$ cat src/rtl/addr_sig_pkg.sv
package addr_sig_pkg;

   typedef enum logic [1:0] {
      SIG_HOLD = 2'd0,
      SIG_SET  = 2'd1,
      SIG_WIPE = 2'd2
   } sig_op_e;

   function automatic sig_op_e sig_decode(input logic wipe, input logic rec);
      if (wipe)
         return SIG_WIPE;
      else if (rec)
         return SIG_SET;
      return SIG_HOLD;
   endfunction

endpackage

$ cat src/rtl/sig_hash.sv
module sig_hash #(
   parameter int LINE_W = 26,
   parameter int IDX_W  = 6,
   parameter int SEL    = 0
) (
   input  logic [LINE_W-1:0] line,
   output logic [IDX_W-1:0]  idx
);
   always_comb begin
      idx = '0;
      for (int i = 0; i < LINE_W; i++) begin
         idx[(i + SEL * (i / IDX_W)) % IDX_W] ^= line[i];
      end
   end
endmodule

$ cat src/rtl/sig_store.sv
module sig_store
   import addr_sig_pkg::*;
#(
   parameter int SIG_W = 256
) (
   input  logic             clk,
   input  logic             rst_n,
   input  sig_op_e          op,
   input  logic [SIG_W-1:0] set_mask,
   output logic [SIG_W-1:0] sig
);
   always_ff @(posedge clk or negedge rst_n) begin
      if (!rst_n) begin
         sig <= '0;
      end else begin
         case (op)
            SIG_WIPE: sig <= '0;
            SIG_SET:  sig <= sig | set_mask;
            default:  sig <= sig;
         endcase
      end
   end
endmodule

$ cat src/rtl/sig_overlap.sv
module sig_overlap #(
   parameter int NUM_HASH  = 4,
   parameter int PART_BITS = 64
) (
   input  logic [NUM_HASH*PART_BITS-1:0] a_sig,
   input  logic [NUM_HASH*PART_BITS-1:0] b_sig,
   output logic                          hit
);
   logic [NUM_HASH-1:0] part_any;

   for (genvar j = 0; j < NUM_HASH; j++) begin : g_part
      assign part_any[j] = |(a_sig[j*PART_BITS +: PART_BITS] & b_sig[j*PART_BITS +: PART_BITS]);
   end

   assign hit = &part_any;
endmodule

$ cat src/rtl/addr_sig.sv
module addr_sig
   import addr_sig_pkg::*;
#(
   parameter int ADDR_W    = 32,
   parameter int LINE_OFS  = 6,
   parameter int NUM_HASH  = 4,
   parameter int PART_BITS = 64,
   localparam int SIG_W    = NUM_HASH * PART_BITS
) (
   input  logic              clk,
   input  logic              rst_n,
   input  logic              clr,
   input  logic              ins_valid,
   input  logic [ADDR_W-1:0] ins_addr,
   input  logic [ADDR_W-1:0] qry_addr,
   output logic              qry_hit,
   output logic [SIG_W-1:0]  sig_out,
   input  logic [SIG_W-1:0]  peer_sig,
   output logic              overlap
);
   localparam int LINE_W = ADDR_W - LINE_OFS;
   localparam int IDX_W  = (PART_BITS > 1) ? $clog2(PART_BITS) : 1;

   if (NUM_HASH < 1) begin : g_bad_hash
      $error("addr_sig: NUM_HASH must be at least 1");
   end
   if (PART_BITS < 2 || (PART_BITS & (PART_BITS - 1)) != 0) begin : g_bad_part
      $error("addr_sig: PART_BITS must be a power of two of at least 2");
   end
   if (LINE_OFS < 1 || LINE_OFS >= ADDR_W) begin : g_bad_ofs
      $error("addr_sig: LINE_OFS must lie inside the address");
   end

   logic [LINE_W-1:0] ins_line, qry_line;
   logic              unused_ofs_bits;

   assign ins_line        = ins_addr[ADDR_W-1:LINE_OFS];
   assign qry_line        = qry_addr[ADDR_W-1:LINE_OFS];
   assign unused_ofs_bits = ^{ins_addr[LINE_OFS-1:0], qry_addr[LINE_OFS-1:0]};

   logic [SIG_W-1:0]    set_mask;
   logic [NUM_HASH-1:0] qry_part;

   for (genvar j = 0; j < NUM_HASH; j++) begin : g_hash
      logic [IDX_W-1:0] ins_idx, qry_idx;

      sig_hash #(.LINE_W(LINE_W), .IDX_W(IDX_W), .SEL(j)) u_ins_hash (
         .line (ins_line),
         .idx  (ins_idx)
      );
      sig_hash #(.LINE_W(LINE_W), .IDX_W(IDX_W), .SEL(j)) u_qry_hash (
         .line (qry_line),
         .idx  (qry_idx)
      );

      assign set_mask[j*PART_BITS +: PART_BITS] = PART_BITS'(1) << ins_idx;
      assign qry_part[j] = sig_out[j*PART_BITS + int'(qry_idx)];
   end

   sig_op_e op;
   assign op = sig_decode(clr, ins_valid);

   sig_store #(.SIG_W(SIG_W)) u_store (
      .clk      (clk),
      .rst_n    (rst_n),
      .op       (op),
      .set_mask (set_mask),
      .sig      (sig_out)
   );

   assign qry_hit = &qry_part;

   sig_overlap #(.NUM_HASH(NUM_HASH), .PART_BITS(PART_BITS)) u_overlap (
      .a_sig (sig_out),
      .b_sig (peer_sig),
      .hit   (overlap)
   );
endmodule

$ cat config.mk
export PLATFORM = sky130hd
export DESIGN_NAME = addr_sig
export DESIGN_NICKNAME = d
export VERILOG_FILES = /design/src/rtl/addr_sig_pkg.sv /design/src/rtl/sig_hash.sv /design/src/rtl/sig_store.sv /design/src/rtl/sig_overlap.sv /design/src/rtl/addr_sig.sv
export SDC_FILE = /design/constraint.sdc
export NUM_CORES = 1
export LEC_CHECK = 0
export CAP_MARGIN = 5
export CORE_AREA = 2 2 226 228
export CTS_CLUSTER_DIAMETER = 30
export CTS_CLUSTER_SIZE = 25
export DETAILED_ROUTE_END_ITERATION = 12
export DIE_AREA = 0 0 228 230
export PLACE_DENSITY = 0.71
export SLEW_MARGIN = 0
export SYNTH_ARGS = -nofsm -noshare
export SYNTH_HDL_FRONTEND = slang
export SYNTH_SLANG_ARGS = --single-unit
export TNS_END_PERCENT = 30
$ cat constraint.sdc
create_clock -name clk -period 3.3 [get_ports clk]
set_clock_uncertainty 0.15 [all_clocks]
set_input_delay 0.66 -clock clk [delete_from_list [all_inputs] [get_ports clk]]
set_output_delay 0.66 -clock clk [all_outputs]
set_load 0.005 [all_outputs]
==> results of run 1 <==
==> area by class of cell <==
class                           count  area, µm²  share of cell area, %
Tap cell                          672        841                   3.22
Sequential cell                   256       6410                   24.5
Clock inverter                     32        495                   1.90
Antenna cell                        3       7.51                 0.0287
Multi-Input combinational cell    920       7700                   29.5
Timing Repair Buffer              871       8190                   31.3
Inverter                          257        965                   3.69
Clock buffer                       70       1520                   5.83
==> metrics by stage <==
stage	setup WS (ns)	cell area (µm²)	power (µW)	hold WS, ns	instances
after floorplan	-0.274	14800	4720	0.214	1490
after global placement	-1.57	23300	6530	0.394	2953
after detailed placement	-1.62	23300	6560	0.405	2953
after CTS	-0.625	26000	12800	0.415	3075
after global routing	-0.714	26100	13200	0.439	3081
final	-0.631	26100	12800	0.419	3081
==> cells by family (layout without fill, tap and decap cells) <==
family                    count (synthesis)  count (layout)  share of synthesized area, %
other                                     0               3                             0
muxes                                   123             123                          11.3
and+or+nand+nor                         203             203                          6.12
buffers and inverters                   314            1230                          8.34
xor gates and xnor gates                160             160                          10.1
DFF                                     256             256                          43.4
AOI/OAI and AO/OA                       434             434                          20.8
==> power by group <==
part,leakage [µW],internal (µW),switching [µW]
clock network,0.000973,4100,1850
logic,0.00620,1720,1800
registers,0.00357,3220,92.8
==> path summary, 6_finish.rpt <==
kind / startpoint / endpoint / slack (ns) / depth (start not counted)
setup / recovery: qry_addr[6] / qry_hit / -0.63 / 14
hold / removal: u_store.sig[70]$_DFFE_PN0P_ / u_store.sig[70]$_DFFE_PN0P_ / 0.42 / 2
setup reg to reg: u_store.sig[136]$_DFFE_PN0P_ / u_store.sig[136]$_DFFE_PN0P_ / 2.24 / 3
hold reg to reg: u_store.sig[70]$_DFFE_PN0P_ / u_store.sig[70]$_DFFE_PN0P_ / 0.42 / 2
max in group asynchronous: rst_n / u_store.sig[120]$_DFFE_PN0P_ / 1.62 / 3
min in group asynchronous: rst_n / u_store.sig[231]$_DFFE_PN0P_ / 0.56 / 2
==> synth_stat cells (3+ instances only) <==
cell / number
a21oi_1: 9
a221oi_1: 65
a22o_1: 68
a22oi_1: 12
and2_1: 3
buf_2: 11
buf_6: 4
clkbuf_1: 38
clkbuf_2: 3
dfrtp_1: 256
inv_1: 257
mux2i_1: 91
mux4_1: 11
mux4_2: 20
nand2_1: 105
nand2b_1: 3
nand4_1: 18
nor2_1: 51
nor2b_1: 3
nor3_1: 3
nor3b_1: 4
nor4_1: 7
o211ai_1: 3
o21ai_0: 7
o22ai_1: 261
xnor2_1: 117
xnor2_2: 6
xor2_1: 34
==> layer usage <==
metal,GRT usage (%),vias up
met5,0,-
met4,9.95,4
met3,6.60,167
met2,46.4,919
met1,36.2,8162
li1,-,7206
==> critical path, cell delays in order <==
cell	delay [ns]
buf_8	0.11
buf_6	0.12
xnor2_4	0.23
xnor2_4	0.17
buf_12	0.15
buf_16	0.12
buf_6	0.09
mux4_2	0.49
a22o_1	0.23
o21ai_1	0.12
and3_4	0.25
a211oi_4	0.05
nor4b_4	0.15
buf_2	0.16
==> timing repair <==
item,4_1_cts,5_1_grt
hold endpoints to repair,41,0
pin swaps,41,14
hold buffers,1,0
setup buffers,18,3
gates resized for setup,173,16
cloned,3,0
endpoints found under the setup margin,2,2
==> impl_metrics.yaml, run 1 <==
yosys:
  ys_seq_elements: 256
  ys_seq_area_share_pct: 43.4
  synth.yosys.warnings: 0
  synth_top_cell_by_area: "dfrtp_1"
  synth_area_um2: 14800
  synth.area.top_cells: "dfrtp_1 43%, o22ai_1 11%, xnor2_1 6.9%"
  syn-num-nets: 1814
  synth_edf_count: 0
  ys_async_sr_fraction_pct: 100
  synth_top_area_share_pct: 43.4
  syn_inst: 1490
  synth_top_flop_cell: "dfrtp_1"
  avgSynthCellArea_um2: 9.90
  synth_cell_types: 48
layout:
  mostFrequentLayoutCells: "539 x clkdlybuf4s50_1, 278 x buf_4, 261 x o22ai_1"
  fin_util_pct: 52.4
  largest_register: "u_store.sig"
  area_growth_pct: 77.2
  final_nets: 2686
  fillCellCount: 4513
  drive_gt1_share_pct: 21.4
  largest_reg_flops: 256
  layout_commonest_cell: "clkdlybuf4s50_1"
  largestRegisters: "u_store.sig: 256 flops"
hold_path:
  hold_class: "reg -> reg"
cts:
  root_buffer: "clkbuf_16"
  clockBufferDepth: 3
  clkTransAtPathRegs_ns: 0.05
  numCtsBuffers: 56
  clock_sinks: 256
  cts_tree: "done"
  clkLatencyLatePin_ns: 0.58
  htree_levels: 2
die:
  dieArea_um2: 52400
  core_region_area_um2: 49900
  die_w_um: 228
  die_h_um: 230
  rows: 82
  initial_utilization_pct: 29.6
  io_pins: 582
timing:
  period_needed_ns: 3.93
  fin_ws_ns: -0.631
  fin_setup_tns_ns: -0.841
  rsz0062_at_grt: "true"
  hold_violations: 0
  fmax_ghz: 0.254
  worst_slew_pin_slew_ns: 1.13
  slew_viol_final: 0
  min_period_over_period_pct: 119
  setup_viol: 2
  worst_slew_margin_rel_pct: 24.4
global_route:
  overflow: 0
  grt_max_degree: 149
  antenna_found_initial: 7
  grt_pass1_vias: 17096
  grt_pass1_wl_um: 111000
  grt_use_total_pct: 28.1
run_status:
  outcome: "complete, but fails checks"
  failed_checks: "setup timing"
pwr:
  p_per_area_nw_per_um2: 489
  vdd_drop_max_mv: 0.395
  p_leak_uw: 0.0107
placed_design:
  dpl.hpwl_um: 59800
  gp_congestion: 0.967
  io_buffers: 569
detailed_routing:
  wl_met2_um: 36100
  top_layer: "met5"
  avgViaCountPerCell: 5.34
  drt_iter0_drc: 1512
  dr.pass1.iters: 5
  drc: 0
  wl_met3_um: 6050
  drt-met1-wl_um: 31500
  wl_um: 76200
  avgRoutedWirePerCell_um: 24.7
  antenna_left: 0
  vias: 16458
worst_setup_path:
  critical_path.startpoint_type: "primary input"
  cp_max_fo: 7
  cp.required_ns: 2.49
  path_class: "in -> out"
  end_kind: "primary output"
  crit_arrival_ns: 3.12
job:
  drv_cap: 0
(Power assumes the default switching activity.)
==> run 2: changes to the inputs <==
--- a/config.mk
+++ b/config.mk
@@ -6,12 +6,12 @@
 export NUM_CORES = 1
 export LEC_CHECK = 0
 export CAP_MARGIN = 5
-export CORE_AREA = 2 2 226 228
+export CORE_UTILIZATION = 30
 export CTS_CLUSTER_DIAMETER = 30
 export CTS_CLUSTER_SIZE = 25
 export DETAILED_ROUTE_END_ITERATION = 12
-export DIE_AREA = 0 0 228 230
-export PLACE_DENSITY = 0.71
+export DONT_BUFFER_PORTS = 1
+export PLACE_DENSITY = 0.56
 export SLEW_MARGIN = 0
 export SYNTH_ARGS = -nofsm -noshare
 export SYNTH_HDL_FRONTEND = slang
==> impl_metrics.yaml, run 2 (synthesis gave the netlist of run 1 again) <==
worst_setup_path:
  critical-path-top-delay-family: "simple AND/OR/NAND/NOR gates"
  r2r_slack_ns: 2.24
  endpoint: "qry_hit"
  slowest_stage: "or4_1"
  cp_max_fo: 7
  critPathMaxStageDelay_ns: 0.41
  path_buf_inv: 2
  critical_path.startpoint_type: "primary input"
  r2r_start: "u_store.sig[49]$_DFFE_PN0P_"
  cp.depth: 10
  path_common_cell: "buf_4"
  cp.required_ns: 2.49
  reg2reg_to: "u_store.sig[49]$_DFFE_PN0P_"
  worst_r2r_path_depth: 2
  cp-startpoint: "qry_addr[7]"
  crit_chain: "xnor2_2 -> buf_4 -> xnor3_2 -> buf_4 -> mux2i_1 -> o22ai_1 -> or4_1 -> o211a_1 -> a211oi_4 -> nor4b_4"
  crit_arrival_ns: 2.90
  path_class: "in -> out"
  end_kind: "primary output"
layout:
  final_nets: 1942
  area_growth_pct: 28.1
  mostFrequentLayoutCells: "261 x o22ai_1, 257 x inv_1, 256 x dfrtp_1"
  final_area_um2: 18900
  layout_commonest_cell: "o22ai_1"
  seqCellArea_um2: 6410
  fin_util_pct: 39.3
  drive_gt1_share_pct: 17.0
  largestRegisters: "u_store.sig: 256 flops"
  fillCellCount: 4682
  multi_input_area_um2: 7290
  largest_register: "u_store.sig"
  largest_reg_flops: 256
global_route:
  overflow: 0
  antenna_found_initial: 1
  grt_max_degree: 259
  grt_use_total_pct: 26.8
  grt_pass1_vias: 13651
  grt_pass1_wl_um: 97200
detailed_routing:
  dr.pass1.iters: 5
  drt_iter0_drc: 1013
  vias: 13427
  drc: 0
  avgRoutedWirePerCell_um: 29.4
  avgViaCountPerCell: 5.76
  wl_um: 68400
  antenna_left: 0
timing:
  worst_slew_pin_slew_ns: 0.776
  rsz0062_at_grt: "true"
  fmax_ghz: 0.270
  period_needed_ns: 3.71
  setup_viol: 2
  slew_viol_final: 0
  min_period_over_period_pct: 112
  hold_violations: 256
  worst_slew_margin_rel_pct: 48.1
  holdWs_ns: -0.374
  fin_ws_ns: -0.409
die:
  rows: 80
  dieArea_um2: 50100
  initial_utilization_pct: 30.6
  io_pins: 582
  die_w_um: 224
  core_region_area_um2: 48100
  die_h_um: 224
cts:
  root_buffer: "clkbuf_16"
  clkLatencyLatePin_ns: 0.58
  numCtsBuffers: 68
  clock_sinks: 256
  clkTransAtPathRegs_ns: 0.04
  htree_levels: 3
  clockBufferDepth: 3
  cts_tree: "done"
run_status:
  outcome: "complete, but fails checks"
  failed_checks: "hold timing, setup timing"
placed_design:
  place_area_um2: 16300
  io_buffers: 0
  dpl.hpwl_um: 52500
  gp_congestion: 0.949
hold_path:
  hold_class: "in -> async"
pwr:
  p_leak_uw: 0.00765
  vdd_drop_max_mv: 0.337
  p_per_area_nw_per_um2: 671
job:
  drv_cap: 0
run 2: cell types whose count changed in the layout (fill, tap and decap cells not counted), moves of 6 or more:
cell	delta
xnor2_1	+18
buf_6	-11
a221oi_2	-6
clkbuf_16	+14
clkdlybuf4s50_1	-539
buf_4	-176
xnor2_2	-6
dlygate4sd2_1	-9
buf_2	-9
xnor2_4	-12
a221oi_1	+6
run 2: repair_timing:
action / CTS / global route
hold endpoints to repair: 256 / 256
gates resized for setup: 18 / 5
buffers inserted: 4 / 0
setup endpoints to repair: 2 / 2
pin swaps: 5 / 2
run 2: per-stage QoR:
stage	TNS, ns	worst slack [ns]	total power (µW)	hold WS (ns)	std cells
floorplan	-0.274	-0.274	4720	0.214	1490
global placement	-0.603	-0.603	5800	0.222	2201
detailed placement	-0.596	-0.596	5800	0.222	2201
CTS	-0.612	-0.431	12800	-0.399	2328
global route	-0.753	-0.492	13100	-0.397	2330
finish	-0.562	-0.409	12700	-0.374	2330
run 2: worst min-delay path by stage:
| stage | from | end | slack [ns] | cells past startpoint |
|---|---|---|---|---|
| 2_1_floorplan | rst_n | u_store.sig[0]$_DFFE_PN0P_ | 0.21 | 0 |
| 3_3_place_gp | rst_n | u_store.sig[25]$_DFFE_PN0P_ | 0.22 | 0 |
| 3_5_place_dp | rst_n | u_store.sig[25]$_DFFE_PN0P_ | 0.22 | 0 |
| 4_1_cts | rst_n | u_store.sig[29]$_DFFE_PN0P_ | -0.40 | 0 |
| 5_1_grt | rst_n | u_store.sig[11]$_DFFE_PN0P_ | -0.40 | 0 |
| 6_report | rst_n | u_store.sig[11]$_DFFE_PN0P_ | -0.37 | 0 |
run 2: power breakdown:
part / internal (µW) / switching [µW]
registers: 3220 / 142
clock network: 4780 / 2100
logic: 1040 / 1410
run 2: final cells by class:
class | count | share of cell area [%]
Antenna cell | 2 | 0.0265
Multi-Input combinational cell | 920 | 38.6
Timing Repair Buffer | 115 | 5.38
Sequential cell | 256 | 33.9
Clock buffer | 87 | 10.1
Clock inverter | 37 | 2.60
Tap cell | 656 | 4.34
Inverter | 257 | 5.10
run 2: metal layers:
metal	wire length [µm]	global-route usage [%]	vias to the layer above
met5	0	0	-
met4	1770	8.66	0
met3	6090	8.12	110
met2	31700	42.6	757
met1	28900	34.8	6822
li1	-	-	5738
